### src/rtl/priv_pkg.sv
package priv_pkg;

    localparam int XLEN     = 64;
    localparam int PRIV_W   = 2;

    // Machine status field positions
    localparam int B_MIE    = 3;
    localparam int B_MPIE   = 7;
    localparam int B_MPP_LO = 11;
    localparam int B_MPP_HI = B_MPP_LO + PRIV_W - 1;
    localparam int B_MPRV   = 17;

    // Supervisor status field positions
    localparam int B_SIE    = 1;
    localparam int B_SPIE   = 5;
    localparam int B_SPP    = 8;

    typedef enum logic [PRIV_W-1:0] {
        PRIV_U = 2'b00,
        PRIV_S = 2'b01,
        PRIV_M = 2'b11
    } priv_e;

    localparam logic [PRIV_W-1:0] PRIV_RSVD = 2'b10;

    typedef struct packed {
        logic trap_m;
        logic trap_s;
        logic mret;
        logic sret;
    } priv_evt_t;

    // Bits of the machine word that the supervisor view aliases
    function automatic logic [XLEN-1:0] sview_mask();
        logic [XLEN-1:0] m;
        m = '0;
        m[B_SIE]  = 1'b1;
        m[B_SPIE] = 1'b1;
        m[6]      = 1'b1;
        m[B_SPP]  = 1'b1;
        for (int i = 13; i <= 16; i++) m[i] = 1'b1;
        m[18]     = 1'b1;
        m[19]     = 1'b1;
        m[32]     = 1'b1;
        m[33]     = 1'b1;
        m[XLEN-1] = 1'b1;
        return m;
    endfunction

    localparam logic [XLEN-1:0] SVIEW_MASK = sview_mask();

endpackage

### src/rtl/priv_event_update.sv
module priv_event_update
    import priv_pkg::*;
(
    input  logic [XLEN-1:0] cur_status,
    input  priv_e           cur_mode,
    input  priv_evt_t       evt,
    output logic [XLEN-1:0] nxt_status,
    output priv_e           nxt_mode,
    output logic            evt_active
);

    logic [PRIV_W-1:0] saved_mpp;
    assign saved_mpp = cur_status[B_MPP_HI:B_MPP_LO];

    always_comb begin
        nxt_status = cur_status;
        nxt_mode   = cur_mode;
        evt_active = 1'b1;
        if (evt.trap_m) begin
            nxt_status[B_MPIE]            = cur_status[B_MIE];
            nxt_status[B_MIE]             = 1'b0;
            nxt_status[B_MPP_HI:B_MPP_LO] = cur_mode;
            nxt_mode                      = PRIV_M;
        end else if (evt.trap_s) begin
            nxt_status[B_SPIE] = cur_status[B_SIE];
            nxt_status[B_SIE]  = 1'b0;
            nxt_status[B_SPP]  = (cur_mode != PRIV_U);
            nxt_mode           = PRIV_S;
        end else if (evt.mret) begin
            nxt_mode = priv_e'(saved_mpp);
            if (saved_mpp != PRIV_M) nxt_status[B_MPRV] = 1'b0;
            nxt_status[B_MIE]             = cur_status[B_MPIE];
            nxt_status[B_MPIE]            = 1'b1;
            nxt_status[B_MPP_HI:B_MPP_LO] = PRIV_U;
        end else if (evt.sret) begin
            nxt_mode            = cur_status[B_SPP] ? PRIV_S : PRIV_U;
            nxt_status[B_MPRV]  = 1'b0;
            nxt_status[B_SIE]   = cur_status[B_SPIE];
            nxt_status[B_SPIE]  = 1'b1;
            nxt_status[B_SPP]   = 1'b0;
        end else begin
            evt_active = 1'b0;
        end
    end

endmodule

### src/rtl/priv_csr_view.sv
module priv_csr_view
    import priv_pkg::*;
(
    input  logic [XLEN-1:0] status,
    input  logic            sel_s,
    input  logic [XLEN-1:0] wdata,
    output logic [XLEN-1:0] rdata,
    output logic [XLEN-1:0] wr_status
);

    assign rdata = sel_s ? (status & SVIEW_MASK) : status;

    always_comb begin
        if (sel_s) begin
            wr_status = (status & ~SVIEW_MASK) | (wdata & SVIEW_MASK);
        end else begin
            wr_status = wdata;
            if (wdata[B_MPP_HI:B_MPP_LO] == PRIV_RSVD)
                wr_status[B_MPP_HI:B_MPP_LO] = status[B_MPP_HI:B_MPP_LO];
        end
    end

endmodule

### src/rtl/priv_status_unit.sv
module priv_status_unit
    import priv_pkg::*;
(
    input  logic              clk,
    input  logic              rst,
    input  logic              trap_m_i,
    input  logic              trap_s_i,
    input  logic              sret_i,
    input  logic              mret_i,
    input  logic              csr_we_i,
    input  logic              csr_sel_s_i,
    input  logic [XLEN-1:0]   csr_wdata_i,
    output logic [XLEN-1:0]   csr_rdata_o,
    output logic [PRIV_W-1:0] mode_o,
    output logic              irq_global_en_o,
    output logic [PRIV_W-1:0] data_priv_o
);

    logic [XLEN-1:0] status_q;
    priv_e           mode_q;
    priv_evt_t       evt;
    logic [XLEN-1:0] evt_status;
    priv_e           evt_mode;
    logic            evt_active;
    logic [XLEN-1:0] csr_status;

    assign evt = '{trap_m: trap_m_i, trap_s: trap_s_i, mret: mret_i, sret: sret_i};

    priv_event_update u_evt (
        .cur_status (status_q),
        .cur_mode   (mode_q),
        .evt        (evt),
        .nxt_status (evt_status),
        .nxt_mode   (evt_mode),
        .evt_active (evt_active)
    );

    priv_csr_view u_view (
        .status    (status_q),
        .sel_s     (csr_sel_s_i),
        .wdata     (csr_wdata_i),
        .rdata     (csr_rdata_o),
        .wr_status (csr_status)
    );

    always_ff @(posedge clk) begin
        if (rst) begin
            status_q <= '0;
            mode_q   <= PRIV_M;
        end else if (evt_active) begin
            status_q <= evt_status;
            mode_q   <= evt_mode;
        end else if (csr_we_i) begin
            status_q <= csr_status;
        end
    end

    always_comb begin
        unique case (mode_q)
            PRIV_M:  irq_global_en_o = status_q[B_MIE];
            PRIV_S:  irq_global_en_o = status_q[B_SIE];
            default: irq_global_en_o = 1'b1;
        endcase
    end

    assign mode_o      = mode_q;
    assign data_priv_o = status_q[B_MPRV] ? status_q[B_MPP_HI:B_MPP_LO] : mode_q;

    // Trap into machine mode stacks the enable and saves the old mode
    AST_MTRAP_STACK: assert property (@(posedge clk) disable iff (rst)
        trap_m_i |=> (mode_q == PRIV_M) && !status_q[B_MIE]
                     && (status_q[B_MPIE] == $past(status_q[B_MIE]))
                     && (status_q[B_MPP_HI:B_MPP_LO] == $past(mode_q)));

    // Trap into supervisor mode
    AST_STRAP_STACK: assert property (@(posedge clk) disable iff (rst)
        (trap_s_i && !trap_m_i) |=> (mode_q == PRIV_S) && !status_q[B_SIE]
                     && (status_q[B_SPIE] == $past(status_q[B_SIE]))
                     && (status_q[B_SPP] == ($past(mode_q) != PRIV_U)));

    // Machine return unstacks
    AST_MRET_UNSTACK: assert property (@(posedge clk) disable iff (rst)
        (mret_i && !trap_m_i && !trap_s_i) |=>
            (mode_q == $past(status_q[B_MPP_HI:B_MPP_LO])) && status_q[B_MPIE]
            && (status_q[B_MIE] == $past(status_q[B_MPIE]))
            && (status_q[B_MPP_HI:B_MPP_LO] == PRIV_U));

    // Supervisor return unstacks and drops modify-privilege
    AST_SRET_UNSTACK: assert property (@(posedge clk) disable iff (rst)
        (sret_i && !mret_i && !trap_m_i && !trap_s_i) |=>
            (mode_q == ($past(status_q[B_SPP]) ? PRIV_S : PRIV_U))
            && !status_q[B_MPRV] && status_q[B_SPIE] && !status_q[B_SPP]
            && (status_q[B_SIE] == $past(status_q[B_SPIE])));

    // Supervisor-view writes leave machine-only bits alone
    AST_SVIEW_WRITE_MASKED: assert property (@(posedge clk) disable iff (rst)
        (csr_we_i && csr_sel_s_i && !trap_m_i && !trap_s_i && !mret_i && !sret_i) |=>
            ((status_q & ~SVIEW_MASK) == $past(status_q & ~SVIEW_MASK)));

    // Reserved previous-privilege code is never held
    AST_MPP_LEGAL: assert property (@(posedge clk) disable iff (rst)
        status_q[B_MPP_HI:B_MPP_LO] != PRIV_RSVD);

endmodule

### config.mk
export PLATFORM = sky130hd
export DESIGN_NAME = priv_status_unit
export DESIGN_NICKNAME = d
export VERILOG_FILES = /design/src/rtl/priv_pkg.sv /design/src/rtl/priv_event_update.sv /design/src/rtl/priv_csr_view.sv /design/src/rtl/priv_status_unit.sv
export SDC_FILE = /design/constraint.sdc
export NUM_CORES = 1
export LEC_CHECK = 0
export BUFFER_PORTS_ARGS = -buffer_cell sky130_fd_sc_hd__buf_2
export CAP_MARGIN = 20
export CORE_MARGIN = 10
export CORE_UTILIZATION = 48
export DETAILED_ROUTE_END_ITERATION = 7
export MAX_ROUTING_LAYER = met4
export PLACE_DENSITY = 0.81
export REMOVE_ABC_BUFFERS = 1
export SYNTH_ARGS = -nofsm -noshare
export SYNTH_HDL_FRONTEND = slang
export SYNTH_SLANG_ARGS = --single-unit
### constraint.sdc
create_clock -name clk -period 1.75 [get_ports clk]
set_input_delay 0.35 -clock clk [delete_from_list [all_inputs] [get_ports clk]]
set_output_delay 0.35 -clock clk [all_outputs]
set_load 0.02 [all_outputs]
Yosys cells after proc, flatten, opt, wreduce, memory -nomap -nowiden
Cells that the tools add are included.
{ "totals": {"input_bits": 72, "ff_bits": 66, "elab_cells": 71} }
{ "op_classes": {"n_eq_ne": 13, "n_reduce_logical": 9, "bitwise": 2, "n_mux": 41} }
{ "ops": {"columns": ["operator", "n"], "rows": [
  ["$mux 64", 1],
  ["$or 63x64->64", 1],
  ["$mux 63", 1],
  ["$mux 18", 2],
  ["$mux 1", 27],
  ["$mux 2", 9],
  ["$ne 3x3->1 const B", 6],
  ["$reduce_and 4->1", 2],
  ["$ne 2x2->1 const B", 3],
  ["$reduce_and 5->1", 1],
  ["$eq 2x2->1 const B", 2],
  ["$reduce_and 2->1", 2],
  ["$reduce_bool 2->1", 2],
  ["$reduce_bool 4->1", 1],
  ["$ne 3x2->1 const B", 1],
  ["$reduce_and 3->1", 1],
  ["$eq 2x1->1 const B", 1],
  ["$pmux 1 s2", 1],
  ["$not 1->1", 1]
]} }

Longest topological paths before layout
Gate-level depths: netlist of run 1.
{ "logic_depth": {"ltp_word": 6, "mapped_depth": 6} }

Hierarchy
From an unflattened synthesis of run 1, not the netlist that was laid out.
{ "hier_totals": {"hier_cells": 528, "area_unflattened_um2": 4964.8} }
{ "by_module_without_submodules": {"columns": ["mod", "cells_per_inst", "area_per_inst_um2", "seq_area_each_um2", "instances"], "rows": [
  ["priv_status_unit", 294, 3178.0, 1321.3, 1],
  ["priv_csr_view", 141, 1159.9, 0.0, 1],
  ["priv_event_update", 93, 626.9, 0.0, 1]
]} }

Worst setup path after synthesis of run 1
OpenSTA, ideal clock, no wires.
{ "synth_path": {"path_kind": "input -> register", "start": "in trap_m_i", "end": "reg status_q[27]", "path_slack_ns": 0.251, "setup_time_ns": 0.132, "stages": 6, "arrival_ns": 1.366, "required_time_ns": 1.618, "cell_sequence": "clkbuf_2 or4_1 buf_4 buf_6 o21ai_1 a21oi_1"} }
{ "synth_between": {"elab_chain_len": 3} }
{ "synth_lines": {"columns": ["item", "line_no", "text"], "rows": [
  ["start, declared", "priv_status_unit.sv:6", "input logic trap_m_i,"],
  ["$mux 1", "priv_event_update.sv:19", "if (evt.trap_m) begin"],
  ["$not 1->1 (no line)", null, null],
  ["$reduce_and 2->1 (no line)", null, null],
  ["end signal, assigned", "priv_status_unit.sv:51", "status_q <= evt_status;"],
  ["end signal, assigned", "priv_status_unit.sv:54", "status_q <= csr_status;"],
  ["end, declared", "priv_status_unit.sv:19", "logic [XLEN-1:0] status_q;"]
]} }
No other way between the ends.
A chain may end at the register's enable or synchronous reset.

Worst setup path after layout of run 1
{ "layout_path": {"start": "reg status_q[17]", "end": "out data_priv_o[1]"} }
{ "layout_between": {"elab_chain_len": 1} }
{ "layout_lines": {"columns": ["item", "line_no", "text"], "rows": [
  ["$mux 2", "priv_status_unit.sv:67", "assign data_priv_o = status_q[B_MPRV] ? status_q[B_MPP_HI:B_MPP_LO] : mode_q;"],
  ["end, declared", "priv_status_unit.sv:16", "output logic [PRIV_W-1:0] data_priv_o"]
]} }
No other way between the ends.

==> key figures, run 1 <==
Status
  • Status: completed

Placement
  • Pre-CTS setup slack: -0.03179 ns
  • Dpl hpwl: 7.144 mm
  • Placed instance count: 583
  • GP Congestion: 0.9288
  • Port Buffers: 140

Setup path
  • Crit Path Max Fanout: 5
  • Crit path max-delay cell type: dfxtp_1
  • Crit end category: output port
  • Startpoint Class: register
  • R2r startpoint: status_q[11]
  • R2R Setup Slk: 0.77 ns
  • CP delay by family, top: flip-flops
  • Crit path depth: 2
  • Worst path max stage delay: 0.42 ns
  • CP Buf/Inv Count: 1
  • Reg2reg end: mode_o[0]
  • Worst EP arrival: 1.28 ns
  • CP Cell Sequence: mux2_2 -> buf_2
  • R2R cell count: 3
  • CP required: 1.40 ns
  • Critical path class: reg -> out

Layout
  • Fill count: 582
  • Area growth syn-to-layout: 29.63%
  • Commonest non-fill, non-tap cell in the layout: buf_2
  • Nets: 589
  • Commonest non-fill, non-tap cells in the layout: buf_2 (140), dfxtp_1 (66), nand3_1 (62)
  • Layout cells sized above 1: 35.63%
  • Post-Layout Cell Count: 600

STA
  • Fmax: 613.3 MHz
  • Final setup margin: 0.1194 ns
  • Relative slew margins: 58.54%
  • Final Skew: 0.001048 ns
  • Final period utilization: 93.18%
  • RSZ-0062 raised after global routing: false
  • Setup violations, final: 0
  • Tmin final: 1.631 ns
  • Slew Viols, Final: 0
  • Fin. Hold Viols: 0
  • Tightest Pin Transition: 0.6206 ns

Drt
  • DR WL/cell: 16.37 um
  • Post-route ant nets: 0
  • DRC viols: 0
  • Via Count: 3366
  • DR iter-0 viols: 234
  • Post-Route WL: 9.820 mm
  • Detailed-route vias per instance: 5.610
  • Pre-antenna DRT Iters: 4

Clocking
  • Worst skew pair latency: 0.33 ns
  • CTS HTree Levels: 3
  • Max clock buf depth: 2
  • Sink Count: 66
  • CTS tree: built
  • CTS root buffer: clkbuf_8
  • Post-CTS Resized: 0
  • Num CTS Buffers: 9
  • Post-CTS Setup Repair Bufs: 0
  • Worst-path clk slew: 0.08 ns
  • CTS Hold Bufs: 0

Pwr
  • Switching share of power: 24.32%
  • Leakage: 1.771 nW
  • Clock share of power: 45.0%
  • Combinational share of power: 11.3%
  • VDD IR max: 660.9 uV
  • Int Pwr: 2.678 mW
  • Power Dens Cells: 841.9 mW/mm^2
  • Seq pwr share: 43.7%
  • Sw power: 860.9 uW

Floorplan
  • Width of the die: 102.2 um
  • I/O Pins: 141
  • Die Span Y: 102.2 um
  • Initial core utilization: 50.21%
  • Die area: 0.01044 sq mm
  • FP Rows: 29
  • Core footprint: 0.006459 sq mm

Global route
  • GRT met3 Usage: 7.355%
  • First-pass GRT wire length: 15.39 mm
  • Global route hottest layer: met2
  • Largest net degree at the start of global routing: 37
  • Initial antenna violation count: 0
  • All-Layer GR Usage: 18.60%
  • Grt met1 use: 21.29%
  • Grt ovf: 0
  • Vias in the first global route: 3273
  • Met2 GRT Util: 29.19%

Hold path
  • Hold depth: 3
  • Hold endpoint: status_q[16]
  • Hold path startpoint: csr_wdata_i[16]
  • Worst min path class: in -> reg

Logic synthesis
  • Synthesized area: 0.003243 sq mm
  • Top-area cell type share of the netlist area: 40.74%
  • Syn avg cell area: 8.088 sq um
  • Post-synthesis sequential area ratio: 40.74%
  • Ys flop type: dfxtp_1
  • Synth async-reset ratio: 0%
  • Main area contributors after synthesis: dfxtp_1 (41%), nor2b_1 (10%), nand3_1 (9.6%)
  • Cells after synthesis: 401
  • Post-synth EDFFs: 0
  • Synthesis Warnings: 0
  • Distinct cell type count after synthesis: 33
  • Most area-hungry cell type in the Yosys netlist: dfxtp_1
  • #FFs+latches synth: 66

Run
  • Max Cap Viol: 0
-- registers in the layout, summed over array words and instances, names as in the netlist --
signal    cells
mode_o        2
status_q     64
-- power by group through the flow --
stage | logic (mW) | clock network [mW] | registers [mW]
final | 0.399 | 1.59 | 1.55
after global routing | 0.434 | 1.67 | 1.55
after CTS | 0.398 | 1.62 | 1.55
after detailed placement | 0.395 | 0 | 1.58
after global placement | 0.390 | 0 | 1.58
after floorplan | 0.135 | 0 | 1.59
-- synth_stat cells (all sizes together), types with 4 or more instances --
master	number
a311oi	4
dfxtp	66
o21ai	59
clkbuf	25
a21oi	58
nand2	4
nor4	4
nand3	62
a31oi	4
buf	32
nor2b	53
-- metrics by stage --
step                setup TNS (ns)  power, mW  instance area [sq um]  hold WS (ns)  util, %
finish                           0      3.539                   4204        0.2490    65.09
global placement          -0.05631      1.972                   3950        0.4605    61.16
global route                     0      3.659                   4202        0.2338    65.05
detailed placement         -0.3039      1.977                   3950        0.4682    61.16
CTS                              0      3.568                   4202        0.2341    65.05
floorplan                   -42.52      1.725                   2889        0.4191        -
-- logic make-up (layout without fill, tap and decap cells) --
group | Yosys count | count (layout) | synth area share [%]
muxes | 3 | 3 | 1.042
other | 0 | 1 | 0
buffers and inverters | 60 | 181 | 11.27
DFF | 66 | 66 | 40.74
and+or+nand+nor | 136 | 136 | 24.11
AOI/OAI and AO/OA | 136 | 136 | 22.84
-- worst max-delay path by stage --
stage | from | end | slack, ns
after floorplan | csr_sel_s_i | status_q[11] | -0.86
after global placement | trap_s_i | status_q[42] | -0.01
after detailed placement | trap_s_i | status_q[51] | -0.03
after CTS | status_q[17] | data_priv_o[1] | 0.11
after global routing | status_q[17] | data_priv_o[1] | 0.05
final | status_q[17] | data_priv_o[1] | 0.12
-- metal layers --
metal  routed length, um  up-vias
met5                   0        -
met4                 131        0
met3                1014       15
met2                4665      150
met1                4008     1559
li1                    -     1642
-- tightest hold or removal path: stages --
cell	delay [ns]
buf_2	0.09
nand3_1	0.05
a21oi_1	0.05
-- area by class of cell --
class	count	area, sq um	share of cell area [%]
multi-input combinational	275	1568	37.29
sequential	66	1321	31.43
timing repair buffer	162	953.4	22.68
clock buffer	10	137.6	3.274
clock inverter	6	113.9	2.708
tap	77	96.34	2.292
inverter	3	11.26	0.2679
antenna	1	2.502	0.05952
Note: power is estimated with default switching activity, not from simulation.
==> run 2: changes to the inputs <==
--- a/config.mk
+++ b/config.mk
@@ -8,11 +8,10 @@
 export BUFFER_PORTS_ARGS = -buffer_cell sky130_fd_sc_hd__buf_2
 export CAP_MARGIN = 20
 export CORE_MARGIN = 10
-export CORE_UTILIZATION = 48
+export CORE_UTILIZATION = 44
 export DETAILED_ROUTE_END_ITERATION = 7
 export MAX_ROUTING_LAYER = met4
-export PLACE_DENSITY = 0.81
-export REMOVE_ABC_BUFFERS = 1
+export PLACE_DENSITY = 0.75
 export SYNTH_ARGS = -nofsm -noshare
 export SYNTH_HDL_FRONTEND = slang
 export SYNTH_SLANG_ARGS = --single-unit
==> run 2 against run 1 <==
Effect of this change:
- sequential share of layout area increased by 0.55 points
- clock-buffer cell count rose by 1
- sequential cell count is the same
- total power down 5.8%
- largest power group is now sequential cells
==> key figures, run 2 (synthesis results as in run 1) <==
Floorplan
  • Width of the die: 105.9 um (+3.6%)
  • Die area: 0.01120 sq mm (+7.3%)
  • Core footprint: 0.007214 sq mm (+12%)
  • Initial core utilization: 44.95% (-5.3 points)
  • I/O Pins: 141 (unchanged)
  • FP Rows: 31 (+6.9%)
  • Die Span Y: 105.9 um (+3.6%)

Clocking
  • Max clock buf depth: 2 (unchanged)
  • Num CTS Buffers: 9 (unchanged)
  • Sink Count: 66 (unchanged)
  • Post-CTS Setup Repair Bufs: 0 (unchanged)
  • CTS tree: built
  • CTS Hold Bufs: 0 (unchanged)
  • CTS HTree Levels: 3 (unchanged)
  • Worst-path clk slew: 0.08 ns (about the same)
  • CTS root buffer: clkbuf_8
  • Post-CTS Resized: 0 (unchanged)
  • Worst skew pair latency: 0.33 ns (about the same)

Global route
  • Vias in the first global route: 3293 (+0.61%)
  • Grt ovf: 0 (unchanged)
  • All-Layer GR Usage: 17.63% (-0.96 points)
  • Initial antenna violation count: 0 (unchanged)
  • First-pass GRT wire length: 16.21 mm (+5.3%)
  • Largest net degree at the start of global routing: 61 (+65%)

Pwr
  • VDD IR max: 579.1 uV (-12%)
  • Leakage: 1.737 nW (-2.0%)
  • Pwr Total: 3.333 mW (-5.8%)
  • Power Dens Cells: 806.8 mW/mm^2 (-4.2%)

STA
  • Tightest Pin Transition: 0.5510 ns (-0.06955 ns)
  • Fin. Hold Viols: 0 (unchanged)
  • RSZ-0062 raised after global routing: false
  • Slew Viols, Final: 0 (unchanged)
  • Fmax: 625.3 MHz (+2.0%)
  • Relative slew margins: 63.19% (+4.6 points)
  • Setup violations, final: 0 (unchanged)
  • Tmin final: 1.599 ns (-0.03145 ns)
  • Final setup margin: 0.1508 ns (+0.03145 ns)
  • Final period utilization: 91.38% (-1.8 points)
  • Final Skew: 0.008699 ns (+0.007651 ns)

Setup path
  • Startpoint Class: register
  • Crit end category: output port
  • Critical path class: reg -> out
  • CP required: 1.40 ns (about the same)
  • Crit Path Max Fanout: 5 (unchanged)
  • Worst EP arrival: 1.25 ns (-0.03 ns)

Drt
  • DR iter-0 viols: 189 (-19%)
  • Via Count: 3290 (-2.3%)
  • Pre-antenna DRT Iters: 6 (+2)
  • Top sig layer: met4
  • Met2 WL: 4.867 mm (+4.3%)
  • Detailed-route vias per instance: 5.315 (-5.3%)
  • DRC viols: 0 (unchanged)
  • DR WL/cell: 16.04 um (-2.0%)
  • Post-route ant nets: 0 (unchanged)
  • Met1 Wirelength: 4.294 mm (+7.1%)
  • Post-Route WL: 9.931 mm (+1.1%)
  • Routed wl met3: 673 um (-34%)

Layout
  • FF/Latch Area: 0.001321 sq mm (unchanged)
  • Nets: 587 (-0.34%)
  • Layout cells sized above 1: 35.19% (-0.44 points)
  • Area growth syn-to-layout: 27.39%
  • Post-layout util: 57.27% (-7.8 points)
  • Number of flip-flops in the largest register: 64 (unchanged)
  • ANT cells: 0 (-1)
  • Commonest non-fill, non-tap cell in the layout: buf_2
  • Multi-input logic area: 0.001568 sq mm (unchanged)
  • Fill count: 691 (+19%)
  • Post-Layout Cell Count: 619 (+3.2%)
  • Largest Register: status_q
  • Commonest non-fill, non-tap cells in the layout: buf_2 (140), dfxtp_1 (66), nand3_1 (62)

Placement
  • GP Congestion: 0.8536 (-8.1%)
  • Placed instance count: 603 (+3.4%)
  • Pre-CTS setup slack: -0.02966 ns (+0.002135 ns)
  • Dpl hpwl: 7.167 mm (+0.32%)
  • Port Buffers: 140 (unchanged)

Hold path
  • Worst min path class: in -> reg

Run
  • Max Cap Viol: 0 (unchanged)

Status
  • Status: completed

Logic synthesis
  • Post-Syn Nets: 473
## run 2: power by group
part / switching (mW) / internal (mW) / total [mW]
Sequential: 0.0220 / 1.53 / 1.55
Combinational: 0.232 / 0.152 / 0.385
Clock: 0.562 / 0.837 / 1.40
Total: 0.817 / 2.52 / 3.33
## run 2: cell type report
class | instances | share of cell area (%)
Multi-Input combinational cell | 275 | 37.95
Sequential cell | 66 | 31.98
Timing Repair Buffer | 160 | 21.50
Clock buffer | 11 | 3.422
Tap cell | 99 | 2.998
Clock inverter | 5 | 1.878
Inverter | 3 | 0.2726
## run 2: layer usage
| layer | GRT usage (%) | vias up |
|---|---|---|
| met5 | - | - |
| met4 | 5.996 | 0 |
| met3 | 4.263 | 9 |
| met2 | 28.22 | 126 |
| met1 | 21.23 | 1520 |
| li1 | - | 1635 |
## run 2: worst max-delay path, stage by stage, from the launching register on
cell and delay (ns):
dfxtp_1 0.41, mux2_2 0.36, buf_2 0.16
## run 2: path summary, 6_finish.rpt
check,from,end,slack (ns),cells past startpoint
hold reg to reg,status_q[10],status_q[10],0.48,2
hold / removal,csr_wdata_i[47],status_q[47],0.26,3
setup / recovery,status_q[17],data_priv_o[1],0.15,2
setup reg to reg,status_q[12],status_q[12],0.70,2
## run 2: through the flow
| stage | setup TNS (ns) | hold slack (ns) | instance area [sq um] |
|---|---|---|---|
| 2_1_floorplan | 0 | 0.4542 | 3243 |
| 3_3_place_gp | 0 | 0.4605 | 3913 |
| 3_5_place_dp | -0.6063 | 0.4670 | 3913 |
| 4_1_cts | 0 | 0.2402 | 4131 |
| 5_1_grt | 0 | 0.2613 | 4131 |
| 6_report | 0 | 0.2613 | 4131 |
